File: src/rtl/mem_wait_pkg.sv
package mem_wait_pkg;
  typedef enum logic [1:0] {
    CYC_N = 2'b00,
    CYC_S = 2'b01,
    CYC_I = 2'b10,
    CYC_C = 2'b11
  } cyc_kind_t;
endpackage

File: src/rtl/stretch_judge.sv
module stretch_judge
  import mem_wait_pkg::*;
#(
  parameter int ADDR_W   = 30,
  parameter int ROW_LOG2 = 2
) (
  input  cyc_kind_t          kind_i,
  input  logic [ADDR_W-1:0]  addr_i,
  input  logic               sram_i,
  output logic               stretch_o,
  output logic               s_row_o
);
  logic row_start;

  always_comb begin
    row_start = (addr_i[ROW_LOG2-1:0] == '0);
    s_row_o   = !sram_i && (kind_i == CYC_S) && row_start;
    stretch_o = !sram_i && ((kind_i == CYC_N) || s_row_o);
  end

  // internal and coprocessor cycles never stretch
  always_comb begin
    if (kind_i == CYC_I || kind_i == CYC_C)
      a_r5_ic_short: assert (!stretch_o);
  end
endmodule

File: src/rtl/cyc_seq.sv
module cyc_seq (
  input  logic clk,
  input  logic rst_n,
  input  logic start_i,
  input  logic stretch_i,
  output logic accept_o,
  output logic wait_o,
  output logic done_o
);
  logic pend_q, pend_d;

  always_comb begin
    accept_o = start_i && !pend_q;
    wait_o   = accept_o && stretch_i;
    done_o   = pend_q || (accept_o && !stretch_i);
    pend_d   = wait_o;
  end

  always_ff @(posedge clk or negedge rst_n) begin
    if (!rst_n) pend_q <= 1'b0;
    else        pend_q <= pend_d;
  end

  a_r9_exclusive: assert property (@(posedge clk) disable iff (!rst_n)
    !(wait_o && done_o));
  a_r2_done_follows_wait: assert property (@(posedge clk) disable iff (!rst_n)
    wait_o |=> done_o);
  a_r7_no_retrigger: assert property (@(posedge clk) disable iff (!rst_n)
    wait_o |=> !wait_o);
  a_r9_idle_quiet: assert property (@(posedge clk) disable iff (!rst_n)
    (!start_i && !pend_q) |-> !done_o);
endmodule

File: src/rtl/evt_counter.sv
module evt_counter #(
  parameter int CNT_W = 16
) (
  input  logic             clk,
  input  logic             rst_n,
  input  logic             inc_i,
  output logic [CNT_W-1:0] cnt_o
);
  logic [CNT_W-1:0] cnt_q, cnt_d;

  always_comb begin
    cnt_d = cnt_q;
    if (inc_i) cnt_d = cnt_q + 1'b1;
  end

  always_ff @(posedge clk or negedge rst_n) begin
    if (!rst_n) cnt_q <= '0;
    else if (inc_i) cnt_q <= cnt_d;
  end

  assign cnt_o = cnt_q;

  a_r8_step: assert property (@(posedge clk) disable iff (!rst_n)
    inc_i |=> (cnt_o == $past(cnt_o) + 1'b1));
  a_r8_hold: assert property (@(posedge clk) disable iff (!rst_n)
    !inc_i |=> $stable(cnt_o));
endmodule

File: src/rtl/mem_wait_gen.sv
module mem_wait_gen
  import mem_wait_pkg::*;
#(
  parameter int ADDR_W   = 30,
  parameter int ROW_LOG2 = 2,
  parameter int CNT_W    = 16,
  parameter int SYNC_LEN = 2
) (
  input  logic              clk,
  input  logic              rst_n,
  input  logic              start_i,
  input  logic [1:0]        kind_i,
  input  logic [ADDR_W-1:0] word_addr_i,
  input  logic              sram_mode_i,
  output logic              wait_o,
  output logic              done_o,
  output logic [CNT_W-1:0]  s_stretch_cnt_o
);
  logic [SYNC_LEN-1:0] rst_pipe_q;
  logic rst_n_int;

  always_ff @(posedge clk or negedge rst_n) begin
    if (!rst_n) rst_pipe_q <= '0;
    else        rst_pipe_q <= {rst_pipe_q[SYNC_LEN-2:0], 1'b1};
  end
  assign rst_n_int = rst_pipe_q[SYNC_LEN-1];

  cyc_kind_t kind;
  logic stretch, s_row, accept;

  assign kind = cyc_kind_t'(kind_i);

  stretch_judge #(.ADDR_W(ADDR_W), .ROW_LOG2(ROW_LOG2)) u_judge (
    .kind_i    (kind),
    .addr_i    (word_addr_i),
    .sram_i    (sram_mode_i),
    .stretch_o (stretch),
    .s_row_o   (s_row)
  );

  cyc_seq u_seq (
    .clk       (clk),
    .rst_n     (rst_n_int),
    .start_i   (start_i),
    .stretch_i (stretch),
    .accept_o  (accept),
    .wait_o    (wait_o),
    .done_o    (done_o)
  );

  evt_counter #(.CNT_W(CNT_W)) u_cnt (
    .clk   (clk),
    .rst_n (rst_n_int),
    .inc_i (accept && s_row),
    .cnt_o (s_stretch_cnt_o)
  );

  a_r6_sram_nowait: assert property (@(posedge clk) disable iff (!rst_n_int)
    sram_mode_i |-> !wait_o);
  a_r2_n_stretch: assert property (@(posedge clk) disable iff (!rst_n_int)
    (accept && !sram_mode_i && kind_i == 2'b00) |-> (wait_o && !done_o));
  a_r3_s_midrow: assert property (@(posedge clk) disable iff (!rst_n_int)
    (accept && !sram_mode_i && kind_i == 2'b01 && word_addr_i[ROW_LOG2-1:0] != '0)
      |-> (done_o && !wait_o));
endmodule

File: config.mk
export PLATFORM = sky130hd
export DESIGN_NAME = mem_wait_gen
export DESIGN_NICKNAME = d
export VERILOG_FILES = /design/src/rtl/mem_wait_pkg.sv /design/src/rtl/stretch_judge.sv /design/src/rtl/cyc_seq.sv /design/src/rtl/evt_counter.sv /design/src/rtl/mem_wait_gen.sv
export SDC_FILE = /design/constraint.sdc
export NUM_CORES = 1
export LEC_CHECK = 0
export ABC_AREA = 1
export BUFFER_PORTS_ARGS = -buffer_cell sky130_fd_sc_hd__buf_2
export CORE_MARGIN = 1
export CORE_UTILIZATION = 41
export DETAILED_ROUTE_END_ITERATION = 16
export PLACE_DENSITY = 0.78
export SLEW_MARGIN = 20
export SYNTH_ARGS = -nofsm -noshare
export SYNTH_HDL_FRONTEND = slang
export SYNTH_SLANG_ARGS = --single-unit
File: constraint.sdc
create_clock -name clk -period 0.8 [get_ports clk]
set_input_delay 0.04 -clock clk [delete_from_list [all_inputs] [get_ports clk]]
set_output_delay 0.04 -clock clk [all_outputs]
set_load 0.005 [all_outputs]
==> results.py <==
metrics = {
    "sta": {
        "setup_viol_count_final": 34,
        "skew_ns": 0.0135,
        "fin_hold_ws_ns": 0.0168,
        "setup-tns-final_ns": -12.60,
        "fin_crit_sh": 1.87,
        "fin_crit_ns": 1.50,
        "finalHoldViolCount": 0,
        "rsz0062_at_grt": "true",
        "timing.final.ws_setup_ns": -0.700,
        "slew_viol_final": 0,
        "max_freq_mhz": 667,
    },
    "critical_path": {
        "cp_common_cell": "nand2_1",
        "crit_required_ns": 1.02,
        "cp_slowest_cell": "dfrtp_1",
        "r2r_cells": 8,
        "worst-path-stages": 8,
        "reg2reg_from": "u_cnt.cnt_o[1]",
        "crit_end": "u_cnt.cnt_o[6]",
        "slowest_delay_ns": 0.43,
        "path_buf_inv": 0,
        "ff2ff_setup_slack_ns": -0.70,
        "cp_max_fo": 4,
        "crit_start": "u_cnt.cnt_o[1]",
        "start_kind": "register",
        "r2r_end": "u_cnt.cnt_o[6]",
        "cpLargestDelayFamily": "simple AND/OR/NAND/NOR gates",
        "worstPathArrival_ns": 1.72,
        "crit_path_cell_trace": "ha_2 -> nand2_2 -> nor2_4 -> nand2_2 -> nand2_1 -> nand2_1 -> nand2_1 -> o21ai_1",
        "end_kind": "register",
        "path_class": "register to register",
    },
    "layout": {
        "area_delta_synth_final_pct": 73.2,
        "nets": 256,
        "drive_gt1_frac": 0.509,
        "utilization": 0.761,
        "diodes": 0,
    },
    "detailed_routing": {
        "drt-wirelength-per-cell_um": 16.9,
        "drtPass1Iterations": 4,
        "drtIter0Drc": 56,
        "vias_per_cell": 5.35,
        "vias": 1326,
        "ant_nets": 0,
        "wl_um": 4190,
        "drc_errors": 0,
    },
    "place": {
        "io_buffers": 25,
        "dp_hpwl_um": 2150,
        "gp_routability_congestion": 0.852,
    },
    "pwr": {
        "ir_worst_vdd_mv": 1.33,
        "leakagePower_uw": 0.000984,
        "powerDensity_nw_per_um2": 1350,
    },
    "cts": {
        "cts_buffers": 3,
        "clock_path_buffers": 2,
        "tritoncts": "yes",
        "worstSkewPairLatency_ns": 0.32,
        "cts_sinks": 19,
        "clkSlewWorstSetupHoldPaths_ns": 0.13,
        "htreeDepth": 1,
        "clockRootBuffer": "clkbuf_4",
    },
    "floorplan": {
        "ios": 54,
        "dieArea_sq_um": 2890,
        "coreArea_sq_um": 2500,
        "fp.dieW_um": 53.8,
        "dieHeight_um": 53.8,
        "initial_core_util": 0.439,
        "num_rows": 18,
    },
    "synthesis": {
        "synth.most_common_cell": "nand2_1",
        "synthTopCellsByCount": "nand2_1, dfrtp_1, nor2_1",
        "synth_nets": 183,
        "postSynth.asyncResetShare": 1.00,
        "synth_top_area_share": 0.433,
        "ys_seq_area_frac": 0.433,
        "synth.avg_cell_area_sq_um": 7.52,
        "synth_area_sq_um": 1100,
        "syn_inst": 146,
        "synth-seq-cells": 19,
        "synth.area.top_cells": "dfrtp_1, nand2_1, nand3b_1",
        "synth_edf_count": 0,
        "synth_warnings": 0,
        "synthFlopType": "dfrtp_1",
        "synth_cell_types": 20,
        "yosysTopAreaCell": "dfrtp_1",
    },
    "grt": {
        "grt_pass1_wl_um": 5470,
        "use_met2": 0.510,
        "overflow": 0,
        "grt.met3_usage": 0.0508,
        "antenna_found_initial": 0,
        "grtUsageMet1": 0.280,
        "grt_util_all_layers": 0.273,
        "grt_max_degree": 13,
        "busiest_layer": "met2",
        "grt_pass1_vias": 1237,
    },
    "status": {
        "status": "complete, but fails checks",
        "violations": "setup timing",
    },
    "min_path": {
        "hp-class": "primary input to asynchronous set/reset pin",
    },
    "job": {
        "maxCapViolCount": 0,
    },
}
[where the power goes]
| part | total, uW | internal [uW] | leakage, uW | switching [uW] |
|---|---|---|---|---|
| combinational | 914 | 532 | 0.000719 | 382 |
| sequential | 1120 | 1030 | 0.000251 | 85.7 |
| clock | 542 | 191 | 0.0000139 | 351 |
[cells by family after synthesis]
group                    Yosys count  share of synthesized area
other                              1                    0.00341
AO/OA/AOI/OAI                      3                     0.0137
XOR/XNOR                           3                     0.0308
flip-flops                        19                      0.433
adder cells (fa/ha/maj)            1                     0.0114
buffers and inverters             14                     0.0615
AND/OR/NAND/NOR                  105                      0.446
[worst min path at each step]
| stage | to | slack (ns) | startpoint |
|---|---|---|---|
| after floorplan | rst_pipe_q[0] | -0.26 | rst_n |
| after global placement | rst_pipe_q[1] | -0.18 | rst_n |
| after detailed placement | rst_pipe_q[0] | -0.17 | rst_n |
| after CTS | rst_pipe_q[0] | 0.007 | rst_n |
| after global routing | u_seq.pend_q | 0.02 | start_i |
| final | rst_pipe_q[0] | 0.02 | rst_n |
[metrics by stage]
step | power [uW] | instance area [sq um] | setup WS (ns) | cells
finish | 2580 | 1900 | -0.700 | 248
global route | 2650 | 1900 | -0.706 | 248
CTS | 2270 | 1760 | -0.493 | 245
detailed placement | 1650 | 1480 | -0.496 | 227
global placement | 1620 | 1480 | -0.404 | 227
floorplan | 1320 | 1130 | -0.448 | 146
[metal layers]
layer,vias up,wire length [um],part of all wire
met3,24,264,0.063
met5,-,0,0
met4,0,217,0.052
met2,86,2280,0.54
li1,590,-,-
met1,626,1430,0.34
[flip-flops by register name (all words and copies together), names as in the netlist]
name and cells:
u_seq.pend_q 1, u_cnt.cnt_o 16, rst_pipe_q 2
[final cells by class]
cell class,instances,area [sq um]
Clock buffer,3,22.5
Clock inverter,1,7.51
Fill cell,164,597
Inverter,12,50.0
Multi-Input combinational cell,113,689
Sequential cell,19,477
Tap cell,30,37.5
Timing Repair Buffer,70,619
[timing repair]
| item | CTS | global route |
|---|---|---|
| hold buffers | 1 | 0 |
| hold endpoints to repair | 2 | 0 |
| resized for setup | 35 | 33 |
| endpoints found under the setup margin | 34 | 34 |
| pin swaps | 10 | 18 |
| buffers inserted | 13 | 9 |
[cells in the final DEF (no fill, tap or decap), types with 4 or more instances in the layout]
cell and instances:
nand2_1 58, buf_6 33, buf_4 23, dfrtp_1 18, buf_2 13, nor2_4 11
inv_1 9, nand2_2 9, nand3b_1 8, nand2_4 4, nand3_1 4, nor2_1 4
[worst register-to-register path: cells and delay by family, from the launching register on]
kind,cells,cell delay (ns)
AOI/OAI and AO/OA,1,0.07
adders and majority gates,1,0.25
DFF,1,0.43
and+or+nand+nor,6,0.65
Power figures use the tool's default switching activity.
